<file path="src/rtl/blit_pkg.sv">
package blit_pkg;

    localparam logic [7:0] OP_COLOUR  = 8'h0B;
    localparam logic [7:0] OP_DST     = 8'h0C;
    localparam logic [7:0] OP_SRC     = 8'h0D;
    localparam logic [7:0] OP_WIDTH   = 8'h0E;
    localparam logic [7:0] OP_HEIGHT  = 8'h0F;
    localparam logic [7:0] OP_GO_COPY = 8'h21;
    localparam logic [7:0] OP_GO_FILL = 8'h23;

    typedef enum logic [2:0] {
        ST_IDLE,
        ST_FILL_WR,
        ST_CP_RD,
        ST_CP_WAIT,
        ST_CP_WR
    } blit_state_t;

endpackage

</file>
<file path="src/rtl/blit_param_regs.sv">
module blit_param_regs
    import blit_pkg::*;
#(
    parameter int ADDR_W = 24,
    parameter int DIM_W  = 10,
    parameter int PIX_W  = 16
) (
    input  logic              clk,
    input  logic              rst_n,
    input  logic              load,
    input  logic [31:0]       word,
    output logic [ADDR_W-2:0] dst_wa,
    output logic [ADDR_W-2:0] src_wa,
    output logic [DIM_W-1:0]  width_m1,
    output logic [DIM_W-1:0]  height_m1,
    output logic [PIX_W-1:0]  colour
);

    logic [7:0] opcode;
    assign opcode = word[31:24];

    always_ff @(posedge clk) begin
        if (!rst_n) begin
            dst_wa    <= '0;
            src_wa    <= '0;
            width_m1  <= '0;
            height_m1 <= '0;
            colour    <= '0;
        end else if (load) begin
            case (opcode)
                OP_DST:    dst_wa    <= word[ADDR_W-1:1];
                OP_SRC:    src_wa    <= word[ADDR_W-1:1];
                OP_WIDTH:  width_m1  <= word[DIM_W-1:0];
                OP_HEIGHT: height_m1 <= word[DIM_W-1:0];
                OP_COLOUR: colour    <= word[PIX_W-1:0];
                default:   ;
            endcase
        end
    end

endmodule

</file>
<file path="src/rtl/blit_walker.sv">
module blit_walker #(
    parameter int ADDR_W  = 24,
    parameter int DIM_W   = 10,
    parameter int PITCH_W = 12
) (
    input  logic               clk,
    input  logic               rst_n,
    input  logic               start,
    input  logic               step,
    input  logic [ADDR_W-2:0]  dst_base,
    input  logic [ADDR_W-2:0]  src_base,
    input  logic [DIM_W-1:0]   width_m1,
    input  logic [DIM_W-1:0]   height_m1,
    input  logic [PITCH_W-1:0] pitch_pix,
    output logic [ADDR_W-2:0]  dst_addr,
    output logic [ADDR_W-2:0]  src_addr,
    output logic               last
);

    localparam int AW = ADDR_W - 1;

    logic [DIM_W-1:0] col, row;
    logic [AW-1:0]    dst_row, src_row;
    logic             row_end;

    assign row_end  = (col == width_m1);
    assign last     = row_end && (row == height_m1);
    assign dst_addr = dst_row + AW'(col);
    assign src_addr = src_row + AW'(col);

    always_ff @(posedge clk) begin
        if (!rst_n) begin
            col     <= '0;
            row     <= '0;
            dst_row <= '0;
            src_row <= '0;
        end else if (start) begin
            col     <= '0;
            row     <= '0;
            dst_row <= dst_base;
            src_row <= src_base;
        end else if (step) begin
            if (row_end) begin
                col     <= '0;
                row     <= row + 1'b1;
                dst_row <= dst_row + AW'(pitch_pix);
                src_row <= src_row + AW'(pitch_pix);
            end else begin
                col <= col + 1'b1;
            end
        end
    end

endmodule

</file>
<file path="src/rtl/rect_blitter.sv">
module rect_blitter
    import blit_pkg::*;
#(
    parameter int ADDR_W  = 24,
    parameter int DIM_W   = 10,
    parameter int PIX_W   = 16,
    parameter int PITCH_W = 12
) (
    input  logic               clk,
    input  logic               rst_n,
    input  logic [PITCH_W-1:0] pitch_pix,
    input  logic               cmd_valid,
    output logic               cmd_ready,
    input  logic [31:0]        cmd_word,
    output logic               mem_valid,
    output logic               mem_we,
    output logic [ADDR_W-2:0]  mem_addr,
    output logic [PIX_W-1:0]   mem_wdata,
    input  logic               mem_ready,
    input  logic               mem_rvalid,
    input  logic [PIX_W-1:0]   mem_rdata,
    output logic               busy,
    output logic               done_flag,
    input  logic               done_clr
);

    blit_state_t       state, state_nxt;
    logic              accept, go_fill, go_copy, step, last, finish;
    logic [ADDR_W-2:0] dst_wa, src_wa, dst_addr, src_addr;
    logic [DIM_W-1:0]  width_m1, height_m1;
    logic [PIX_W-1:0]  colour, pix_q;

    assign accept  = cmd_valid && cmd_ready;
    assign go_fill = accept && (cmd_word[31:24] == OP_GO_FILL);
    assign go_copy = accept && (cmd_word[31:24] == OP_GO_COPY);

    blit_param_regs #(.ADDR_W(ADDR_W), .DIM_W(DIM_W), .PIX_W(PIX_W)) u_regs (
        .clk(clk), .rst_n(rst_n), .load(accept), .word(cmd_word),
        .dst_wa(dst_wa), .src_wa(src_wa), .width_m1(width_m1),
        .height_m1(height_m1), .colour(colour)
    );

    blit_walker #(.ADDR_W(ADDR_W), .DIM_W(DIM_W), .PITCH_W(PITCH_W)) u_walk (
        .clk(clk), .rst_n(rst_n), .start(go_fill || go_copy), .step(step),
        .dst_base(dst_wa), .src_base(src_wa), .width_m1(width_m1),
        .height_m1(height_m1), .pitch_pix(pitch_pix),
        .dst_addr(dst_addr), .src_addr(src_addr), .last(last)
    );

    always_ff @(posedge clk) begin
        if (!rst_n) state <= ST_IDLE;
        else        state <= state_nxt;
    end

    always_comb begin
        state_nxt = state;
        unique case (state)
            ST_IDLE: begin
                if (go_fill)      state_nxt = ST_FILL_WR;
                else if (go_copy) state_nxt = ST_CP_RD;
            end
            ST_FILL_WR: if (mem_ready && last) state_nxt = ST_IDLE;
            ST_CP_RD:   if (mem_ready)  state_nxt = ST_CP_WAIT;
            ST_CP_WAIT: if (mem_rvalid) state_nxt = ST_CP_WR;
            ST_CP_WR:   if (mem_ready)  state_nxt = last ? ST_IDLE : ST_CP_RD;
            default:    state_nxt = ST_IDLE;
        endcase
    end

    always_comb begin
        cmd_ready = (state == ST_IDLE);
        busy      = (state != ST_IDLE);
        mem_valid = (state == ST_FILL_WR) || (state == ST_CP_RD) || (state == ST_CP_WR);
        mem_we    = (state == ST_FILL_WR) || (state == ST_CP_WR);
        mem_addr  = (state == ST_CP_RD) ? src_addr : dst_addr;
        mem_wdata = (state == ST_FILL_WR) ? colour : pix_q;
        step      = mem_ready && mem_we;
        finish    = step && last;
    end

    always_ff @(posedge clk) begin
        if (!rst_n) begin
            pix_q     <= '0;
            done_flag <= 1'b0;
        end else begin
            if (state == ST_CP_WAIT && mem_rvalid) pix_q <= mem_rdata;
            if (finish)        done_flag <= 1'b1;
            else if (done_clr) done_flag <= 1'b0;
        end
    end

endmodule

</file>
<file path="config.mk">
export PLATFORM = sky130hd
export DESIGN_NAME = rect_blitter
export DESIGN_NICKNAME = d
export VERILOG_FILES = /design/src/rtl/blit_pkg.sv /design/src/rtl/blit_param_regs.sv /design/src/rtl/blit_walker.sv /design/src/rtl/rect_blitter.sv
export SDC_FILE = /design/constraint.sdc
export NUM_CORES = 1
export LEC_CHECK = 0
export ABC_AREA = 1
export BUFFER_PORTS_ARGS = -buffer_cell sky130_fd_sc_hd__buf_2
export CORE_UTILIZATION = 45
export DETAILED_ROUTE_END_ITERATION = 6
export PLACE_DENSITY = 0.74
export SLEW_MARGIN = 20
export SYNTH_ARGS = -nofsm -noshare
export SYNTH_HDL_FRONTEND = slang
export SYNTH_SLANG_ARGS = --single-unit
</file>
<file path="constraint.sdc">
create_clock -name clk -period 3.7 [get_ports clk]
set_input_delay 0.925 -clock clk [delete_from_list [all_inputs] [get_ports clk]]
set_output_delay 0.925 -clock clk [all_outputs]
set_load 0.01 [all_outputs]
</file>
# Yosys cells after proc, flatten, opt, wreduce, memory -nomap -nowiden
# Index checks and enable logic that the tools add are counted.
[word_totals]
reg_bits = 168
elab_cells = 82
[op_classes]
add_sub_neg = 6
eq_ne = 18
mux = 19
bitwise_logic = 1
n_reduce_logical = 26
[op_table]
columns = ["cell", "count"]
rows = [
  ["$mux 23", 7],
  ["$add 23x10->23", 2],
  ["$add 23x12->23", 2],
  ["$eq 8x4->1 const B", 5],
  ["$add 10x1->10 const B", 2],
  ["$eq 10x10->1", 2],
  ["$mux 3", 6],
  ["$eq 8x6->1 const B", 2],
  ["$mux 16", 1],
  ["$pmux 3 s5", 1],
  ["$reduce_and 2->1", 7],
  ["$mux 10", 1],
  ["$logic_and 1x1->1", 8],
  ["$ne 2x2->1 const B", 4],
  ["$eq 3x2->1 const B", 2],
  ["$reduce_bool 2->1", 3],
  ["$reduce_and 5->1", 1],
  ["$logic_or 1x1->1", 4],
  ["$eq 3x1->1 const B", 1],
  ["$eq 3x3->1 const B", 1],
  ["$logic_not 3->1", 1],
  ["$ne 3x1->1 const B", 1],
  ["$reduce_bool 3->1", 1],
  ["$mux 1", 2],
  ["3 further kinds", 3],
]

# Depth between registers and ports, before layout
# Gate-level depths: netlist of the first run.
[depth]
word_depth = 6
ltp_mapped = 17
ltp_nobuf = 15

# By module
# Synthesis of the first run repeated with hierarchy kept, for this count alone.
[unflattened]
cells_unflattened = 1852
area_unflattened_um2 = 11935.2
[modules_own_cells]
columns = ["mod", "n_inst", "cells_each", "area_per_inst_um2"]
rows = [
  ["blit_walker", 1, 1168, 7138.1],
  ["blit_param_regs", 1, 491, 3463.3],
  ["rect_blitter", 1, 193, 1333.8],
]

# Worst setup path after synthesis of the first run
# No wires, ideal clock.
[synth_path]
kind = "register to output"
start = "reg state[0]"
end = "out mem_addr[15]"
arrival_time_ns = 2.610
required_ns = 2.775
setup_slack_ns = 0.165
path_stages_with_launch = 16
n_path_buf = 3
path_cell_list = "dfxtp_1 inv_2 nand3_2 buf_6 buf_2 buf_1 nand2_1 nand2_1 ha_1 a21oi_1 nand2_1 a21boi_0 o21ai_0 nand3_1 nand2_2 xnor2_1"
[synth_between]
elab_chain_len = 2
[synth_rtl]
columns = ["item", "line", "text"]
rows = [
  ["from (decl)", "rect_blitter.sv:27", "blit_state_t state, state_nxt;"],
  ["from (signal assigned)", "rect_blitter.sv:52", "else state <= state_nxt;"],
  ["$eq 3x2->1", "rect_blitter.sv:75", "mem_addr = (state == ST_CP_RD) ? src_addr : dst_addr;"],
  ["$mux 23", "rect_blitter.sv:75", ""],
  ["to (decl)", "rect_blitter.sv:17", "output logic [ADDR_W-2:0] mem_addr,"],
]
# Every way passes these cells.

# Final worst setup path of the first run
[layout_path]
start = "reg state[0]"
end = "out mem_addr[19]"
# Same word-level chain as after synthesis.

==> results of run 1 <==
==> timing repair <==
item | 4_1_cts | 5_1_grt
buffers inserted | 0 | 6
pin swaps | 0 | 12
resized for setup | 25 | 25
cloned | 0 | 1
endpoints found under the setup margin | 14 | 12
==> registers in the layout, summed over array words and instances, names as in the netlist <==
register	flops
state	3
u_regs.src_wa	23
u_walk.col	10
u_regs.height_m1	10
u_walk.row	10
u_walk.src_row	23
done_flag	1
u_regs.dst_wa	23
u_regs.width_m1	10
pix_q	16
u_walk.dst_row	23
u_regs.colour	16
==> power groups by stage <==
| stage | logic [uW] | registers, uW | clock network [uW] |
|---|---|---|---|
| 2_1_floorplan | 811 | 1960 | 0 |
| 4_1_cts | 1130 | 1950 | 1820 |
| 3_5_place_dp | 1110 | 1990 | 0 |
| 6_report | 1180 | 1960 | 1790 |
| 3_3_place_gp | 1090 | 1990 | 0 |
| 5_1_grt | 1310 | 1960 | 1900 |
==> path summary, 6_finish.rpt <==
check | start | end | slack [ns]
min reg2reg | pix_q[6] | pix_q[6] | 0.45
max reg2reg | u_walk.col[1] | u_walk.src_row[9] | 1.38
max | state[0] | mem_addr[19] | 0.08
min | pix_q[6] | pix_q[6] | 0.45
==> cells by family after synthesis <==
| logic type | count (synthesis) | share of synthesized area [%] |
|---|---|---|
| XOR/XNOR | 39 | 3.41 |
| buffers and inverters | 244 | 10.1 |
| AO/OA/AOI/OAI | 353 | 18.8 |
| adder cells (fa/ha/maj) | 39 | 5.10 |
| AND/OR/NAND/NOR | 666 | 29.0 |
| flip-flops | 168 | 33.6 |
==> metrics by stage <==
step,instances,instance area (sq um),utilization [%],TNS (ns)
after CTS,1886,11400,52.3,0
after floorplan,1509,10000,-,0
final,1893,11600,53.1,0
after global routing,1893,11600,53.1,-0.461
after global placement,1854,10700,49.1,0
after detailed placement,1854,10700,49.1,0
==> tightest hold or removal path: cells and delay by family, from the launching register on <==
kind            cells  cell delay (ns)
flops               1             0.30
buf+inv             1             0.05
compound gates      1             0.05
==> layout make-up <==
cell class                      count  area, sq um
Clock buffer                       17          425
Multi-Input combinational cell   1097         5840
Tap cell                          280          350
Inverter                          187          709
Sequential cell                   168         3370
Clock inverter                     15          180
Timing Repair Buffer              129          707
Fill cell                        2145        10200
==> per-layer routing <==
layer  vias up  global-route usage [%]  wire length (microns)
met1      4583                    34.8                  13400
met2       307                    40.5                  12700
met5         -                       0                      0
met4         0                    6.20                    427
li1       5111                       -                      -
met3        36                    4.04                   1720
==> cells in the final DEF (no fill, tap or decap), types with 4 or more instances in the layout <==
cell type  count
a211oi_1      17
a21oi_1      142
a21oi_2        6
a31oi_1       21
buf_2        109
buf_4         17
clkbuf_16     17
clkinv_8       5
dfxtp_1      165
ha_1          27
ha_4           9
inv_1        174
inv_2         11
inv_8          6
nand2_1      395
nand2_2        9
nand2_4        5
nand3_1       80
nand3_2        8
nand3b_1       8
nand4_1        9
nor2_1       105
nor2_2         9
nor2_4         4
nor3_1        13
nor4_1         4
o21ai_0      132
o21ai_1       18
o21ai_2        7
xor2_1        36
==> results by group, run 1 <==
GRT
  – Initial antenna violation count: 0
  – Vias in the first global route: roughly 9000
  – Largest net degree at the start of global routing: 79
  – Grt total ovfl: 0
  – First-pass GRT wire length: 44600 microns
  – Gr usage total: 25.1%

Power and ir drop
  – Sw Pwr: 1740 uW
  – Sequential share of power: 39.7%
  – Clk pwr share: 36.4%
  – Logic pwr share: 24.0%
  – Standby leakage power: 0.00521 uW
  – Power Total: between 4000 and 5000 uW
  – VDD IR max: 0.302 mV
  – Power Internal: 3190 uW
  – Pwr dens: around 430 mW/mm^2
  – Switching share of power: 35.3%

Route
  – Mean number of vias per cell: 5.30
  – Remaining antenna violation count after routing: 0
  – Post-Route WL: 28300 microns
  – DRC: 0
  – Total number of vias: roughly 10000
  – Initial DRC count: 821
  – DRT Pass-1 Iters: 5
  – Wire per inst: around 15 microns

Timing
  – Worst slew pin tran: 1.08 ns
  – Final Max Slew Viols: 0
  – Slew margin rel.: 28.1%
  – Final setup vio count: 0
  – Post-route setup slack: ~0.076 ns
  – Layout Skew: 0.0137 ns
  – Hold slack final: ~0.45 ns
  – Final Cycle Share: 97.9%
  – Final Hold Fails: 0
  – Unrepaired setup endpoints after global routing: true
  – Min cycle time layout: 3.62 ns
  – Fmax achieved: around 0.28 GHz

Yosys
  – Top cells by count, synth: nand2_1, inv_1, dfxtp_1
  – Syn Std Cell Area: between 0.01 and 0.015 sq mm
  – Netlist cell types: 42
  – Count leader, synth: nand2_1
  – Post-synth EDFFs: 0
  – Largest cells by area after synthesis: dfxtp_1, nand2_1, a21oi_1
  – Top cell type by total area after synthesis: dfxtp_1
  – Mapped Cells: 1509
  – YS warnings: 0
  – Synth Flop Type: dfxtp_1
  – Sequential share of the synthesized area: around 34%
  – Post-synth ARST share: 0%
  – Yosys top cell area share: 33.6%
  – Register bit total from synthesis: ~170
  – Net Count, Synth: 1614
  – Synth Area per Inst: 6.63 sq um

Job
  – Total of max-cap violations: 0

Final layout
  – Share of layout cells above drive strength 1: 15.5%
  – Area delta synth->final: 15.7%
  – Ant. Diodes: 0
  – Nets: about 1700

Critical path
  – CP Cell Sequence: inv_2, nand3_4, buf_6, buf_6, nand2_1, o21ai_1, nor2_2, nand2_1, nor2_2, nand3_1, nand2_1, xor2_1, buf_2
  – CP top delay family: simple AND/OR/NAND/NOR gates
  – Most common cell on crit path: nand2_1
  – Crit-path max FO: 24
  – Critical path required time: 2.77 ns
  – CP max stage delay: 0.35 ns
  – Crit. End Element: primary output
  – CP arrival: 2.70 ns
  – CP max stage cell: dfxtp_2
  – WP buf/inv: 4
  – Critical path class: flop to primary output
  – WP depth: 13
  – Startpoint types: flop
  – FF-to-FF path depth: 15

Floorplan
  – Die area: 0.0228 sq mm
  – Core outline area: 0.0218 sq mm
  – Row count: 54
  – Die width: 151 microns
  – Initial Util: 45.9%
  – Die height: 151 microns
  – # IOs: 110

Placed design
  – Pre-CTS WS: 0.108 ns
  – IO Port Bufs: ~110
  – Hpwl dp: between 20000 and 25000 microns
  – GPL Wtd Cong: 0.906

Clock tree
  – Clk slew on worst S/H paths: 0.08 ns
  – Cts hold-fix bufs: 0
  – # H-tree levels: 4
  – CTS Buf Count: 17
  – Root buf cell: clkbuf_16
  – Worst-case clock buffer depth: 2
  – Clock Sinks: 168
  – Clock latency on the worst-skew pair: 0.44 ns
  – CTS tree: built

Worst hold path
  – Min-delay worst type: flop to flop
  – Hold Path Depth: 2

Run status
  – Status: completed
No activity file was read; power rests on OpenSTA's default activity.
==> run 2, diff against run 1 <==
- CORE_UTILIZATION: 45 -> 30
- PLACE_DENSITY: 0.74 -> 0.56
- REMOVE_ABC_BUFFERS: unset -> 1
- SKIP_LAST_GASP: unset -> 1
==> results by group, run 2 (same netlist as run 1, synthesis figures left out) <==
Placed design
  – Hpwl dp: ~22000 microns
  – Pre-CTS WS: 0.128 ns
  – Cell count after placement: 2022
  – IO Port Bufs: between 100 and 150
  – GPL Wtd Cong: around 0.88

Timing
  – Final Cycle Share: a little over nine tenths
  – Min cycle time layout: between 3 and 4 ns
  – Final Hold Fails: 0
  – Fmax achieved: ~0.28 GHz
  – Layout Skew: 0.0141 ns
  – Post-route setup slack: 0.0782 ns
  – Final setup vio count: 0
  – Final Max Slew Viols: 0
  – Worst slew pin tran: 0.582 ns
  – Slew margin rel.: roughly three fifths
  – Unrepaired setup endpoints after global routing: true

Power and ir drop
  – Sw Pwr: 1720 uW
  – VDD IR max: ~0.27 mV
  – Switching share of power: 33.3%
  – Clk pwr share: 37.5%
  – Standby leakage power: about 0.0054 uW
  – Sequential share of power: around 38%
  – Power Internal: approximately 3400 uW
  – Logic pwr share: between 20% and 30%
  – Pwr dens: 428 mW/mm^2

Final layout
  – Share of layout cells above drive strength 1: 17.6%
  – Nets: 1720
  – Multi-input gate area: 0.00596 sq mm
  – Most common cell after layout, fill and taps aside: nand2_1
  – Commonest non-fill, non-tap cells in the layout: nand2_1, inv_1, dfxtp_1
  – Fill cell count: 3520
  – Area delta synth->final: 20.5%
  – Register Area: 0.00336 sq mm
  – Ant. Diodes: 0
  – Layout Cells excl Fill: 2070

Floorplan
  – Row count: 66
  – Die height: around 180 microns
  – Die area: 0.0341 sq mm
  – Core outline area: 0.0327 sq mm
  – Initial Util: a little under a third
  – # IOs: 110
  – Die width: around 180 microns

Critical path
  – Startpoint types: flop
  – Most common cell on crit path: nand2_1
  – Crit-path max FO: 8
  – CP top delay family: simple AND/OR/NAND/NOR gates
  – CP Cell Sequence: inv_2, nand3_4, nand2_1, nand2_1, ha_4, buf_4, nand2_1, nor2_2, nand3_1, nand2_2, nand4_1, nor2_2, xor2_1, buf_2
  – CP max stage cell: dfxtp_2
  – CP max stage delay: 0.34 ns
  – Crit. End Element: primary output
  – Critical path required time: 2.77 ns
  – WP buf/inv: 3
  – CP arrival: 2.70 ns
  – Critical path class: flop to primary output

Clock tree
  – Worst-case clock buffer depth: 2
  – CTS tree: built
  – # H-tree levels: 4
  – Root buf cell: clkbuf_16
  – Cts hold-fix bufs: 0
  – Clk slew on worst S/H paths: 0.07 ns
  – CTS Buf Count: 17
  – Clock latency on the worst-skew pair: 0.43 ns
  – Clock Sinks: 168

GRT
  – Vias in the first global route: about 9300
  – Grt total ovfl: 0
  – Initial antenna violation count: 0
  – Gr usage total: between 10% and 20%
  – First-pass GRT wire length: around 49000 microns
  – Largest net degree at the start of global routing: 57

Route
  – Wire per inst: 14.8 microns
  – Remaining antenna violation count after routing: 0
  – Mean number of vias per cell: about 4.8
  – DRT Pass-1 Iters: 5
  – DRC: 0
  – Initial DRC count: 626
  – Total number of vias: 9936
  – Post-Route WL: just over 30000 microns

Job
  – Total of max-cap violations: 0

Run status
  – Status: completed

Worst hold path
  – Min-delay worst type: flop to flop
==> run 2: changes by cell type in the layout (fill, tap and decap cells not counted), moves of 4 or more <==
cell / delta
inv_6: +4
buf_4: +13
nand2_2: +10
nand2_1: -13
inv_8: -4
clkinv_8: -5
a21oi_1: -4
o21ai_2: +4
==> run 2: layout make-up <==
type,instances,area share (%)
multi-input combinational,1097,49.4
sequential,168,27.9
timing repair buffer,143,6.96
inverter,187,5.90
tap,442,4.58
clock buffer,19,3.75
clock inverter,13,1.48
timing repair inverter,1,0.0519
==> run 2: metal layers <==
metal	wire (microns)	share of wire [%]	global-route usage [%]
met5	0	0	0
met4	577	1.9	5.79
met3	1390	4.5	2.15
met2	13600	44	29.1
met1	15100	49	25.6
==> run 2: stage by stage <==
step	hold slack, ns	total power, uW	area [sq um]	util, %	TNS [ns]
after floorplan	0.424	2710	9700	-	0
after global placement	0.433	3150	11000	33.5	0
after detailed placement	0.438	3150	11000	33.5	0
after CTS	0.449	5120	11700	35.8	0
after global routing	0.463	5420	12100	36.9	-0.497
final	0.447	5160	12100	36.9	0
==> run 2: repair_timing <==
action                                  CTS  global route
gates resized for setup                  25            59
cloned                                    0             1
endpoints found under the hold margin     0             0
setup buffers                             0            15
pin swaps                                 0            31
endpoints found under the setup margin   15            10
==> run 2: worst paths after layout <==
path / startpoint / endpoint / slack [ns] / cells after the start
hold / removal: pix_q[10] / pix_q[10] / 0.45 / 2
hold reg to reg: pix_q[10] / pix_q[10] / 0.45 / 2
setup / recovery: state[2] / mem_addr[20] / 0.08 / 14
setup reg to reg: u_walk.col[8] / u_walk.src_row[9] / 1.35 / 15
==> run 2: power by group through the flow <==
stage               Combinational [uW]  Sequential [uW]  Clock, uW
floorplan                          743             1960          0
global placement                  1160             1980          0
detailed placement                1170             1980          0
CTS                               1200             1940       1980
global route                      1420             1950       2050
finish                            1280             1940       1930
==> run 2: worst reg2reg max path: stages, from the launching register on <==
cell	delay [ns]
dfxtp_1	0.43
inv_1	0.13
nand2_1	0.08
nand2_1	0.04
nor2_1	0.17
nand3_2	0.15
nor2_4	0.18
nand2_4	0.20
nand2_4	0.27
inv_4	0.21
nand2_1	0.12
nand2_1	0.05
inv_1	0.05
nand2_1	0.05
nand2_1	0.07
inv_1	0.04
==> run 3, diff against run 2 <==
- CORE_ASPECT_RATIO: unset -> 1.25
==> results by group, run 3 (same netlist as run 1, synthesis figures left out) <==
Timing
  – Worst slew pin tran: 0.748 ns
  – Final Max Slew Viols: 0
  – Final Cycle Share: 97.7%
  – Final setup vio count: 0
  – Setup TNS: 0 ns
  – Slew margin rel.: 50.2%
  – Fmax achieved: 0.277 GHz
  – Final Hold Fails: 0
  – Unrepaired setup endpoints after global routing: true
  – Layout Skew: between 0.01 and 0.015 ns
  – Min cycle time layout: 3.62 ns

Critical path
  – Crit-path max FO: 8
  – CP arrival: roughly 2.7 ns
  – Crit. End Element: primary output
  – CP max stage cell: fa_2
  – Critical path class: flop to primary output
  – CP Cell Sequence: inv_2, nand3_4, buf_4, nand2_1, nand2_1, ha_2, fa_2, nand3_2, nand2_4, buf_6, buf_4, nand2_1, xor2_1, buf_2
  – Most common cell on crit path: nand2_1
  – Critical path required time: 2.77 ns
  – Startpoint types: flop
  – CP max stage delay: a little over 0.4 ns

Route
  – Post-Route WL: 30100 microns
  – Met3 wire len: 1030 microns
  – Total number of vias: between 9000 and 10000
  – Metal1 wirelength: 14000 microns
  – Wire per inst: 14.7 microns
  – Wire length on met2: roughly 14000 microns
  – Remaining antenna violation count after routing: 0
  – DRT Pass-1 Iters: 7
  – Top layer in use: met4
  – Initial DRC count: 578
  – Mean number of vias per cell: 4.80
  – DRC: 12

Clock tree
  – Clock Sinks: 168
  – Cts hold-fix bufs: 0
  – Clock latency on the worst-skew pair: 0.45 ns
  – CTS Buf Count: 17
  – CTS tree: built
  – Root buf cell: clkbuf_16
  – Clk slew on worst S/H paths: 0.08 ns
  – # H-tree levels: 4
  – Worst-case clock buffer depth: 2

GRT
  – Grt total ovfl: 0
  – First-pass GRT wire length: 47600 microns
  – Largest net degree at the start of global routing: 57
  – Vias in the first global route: 9383
  – Initial antenna violation count: 0
  – Gr usage total: roughly 18%

Placed design
  – IO Port Bufs: 109
  – GPL Wtd Cong: between 0.8 and 0.9
  – Hpwl dp: 22100 microns

Final layout
  – Share of layout cells above drive strength 1: between 15 and 20%
  – Final design utilization: 36.2%
  – Ant. Diodes: 0
  – Commonest non-fill, non-tap cells in the layout: nand2_1, inv_1, dfxtp_1
  – Area delta synth->final: 18.6%
  – Nets: 1716
  – Most common cell after layout, fill and taps aside: nand2_1

Floorplan
  – Core outline area: 0.0328 sq mm
  – Die width: approximately 170 microns
  – Initial Util: between 30 and 40%
  – # IOs: 110
  – Die height: 206 microns
  – Row count: between 70 and 80
  – Die area: ~0.034 sq mm

Run status
  – Status: complete, but fails checks
  – Failing checks: DRC

Power and ir drop
  – Standby leakage power: approximately 0.0053 uW
  – Pwr dens: between 400 and 500 mW/mm^2
  – Power Total: 4990 uW
  – VDD IR max: 0.275 mV

Job
  – Total of max-cap violations: 0

Worst hold path
  – Min-delay worst type: flop to flop
-- run 3: layer usage --
layer | GRT usage, % | vias to the layer above
met5 | 0 | -
met2 | 31.0 | 209
met4 | 6.75 | 0
met1 | 22.8 | 4420
li1 | - | 5127
met3 | 2.33 | 41
-- run 3: final timing paths --
kind | start | end | cells after the start | slack, ns
worst max-delay path | state[0] | mem_addr[12] | 14 | 0.08
worst min-delay path | pix_q[12] | pix_q[12] | 2 | 0.45
worst max register to register | u_walk.col[1] | u_walk.src_row[9] | 15 | 1.35
worst min register to register | pix_q[12] | pix_q[12] | 2 | 0.45
-- run 3: timing repair --
| action | CTS | global route |
|---|---|---|
| pin swaps | 4 | 19 |
| setup endpoints to repair | 17 | 12 |
| resized for setup | 29 | 38 |
| setup buffers | 5 | 7 |
-- run 3: final cells by class --
type	instances	area (sq um)
Fill cell	3566	20900
Multi-Input combinational cell	1097	5890
Sequential cell	168	3370
Timing Repair Buffer	140	797
Inverter	187	709
Tap cell	418	523
Clock buffer	17	425
Clock inverter	15	168
-- run 3: metrics by stage --
step           std cells  setup slack (ns)  cell area [sq um]  hold WS [ns]
2_1_floorplan       1452             0.115               9700         0.424
3_3_place_gp        1998             0.103              10900         0.433
3_5_place_dp        1998            0.0229              10900         0.438
4_1_cts             2035          -0.00624              11700         0.449
5_1_grt             2042           -0.0678              11900         0.462
6_report            2042            0.0837              11900         0.448
-- run 3: power breakdown --
| group | internal, uW | switching, uW | total [uW] |
|---|---|---|---|
| logic | 433 | 807 | 1240 |
| clock network | 911 | 894 | 1810 |
| registers | 1880 | 70.7 | 1950 |
| total | 3220 | 1770 | 4990 |
-- run 3: worst max-delay path, delay by kind of cell (launching register included) --
kind	cells	cell delay [ns]
buf+inv	5	0.66
fa+ha+maj	2	0.61
simple gates	6	0.52
flops	1	0.32
xor+xnor	1	0.13
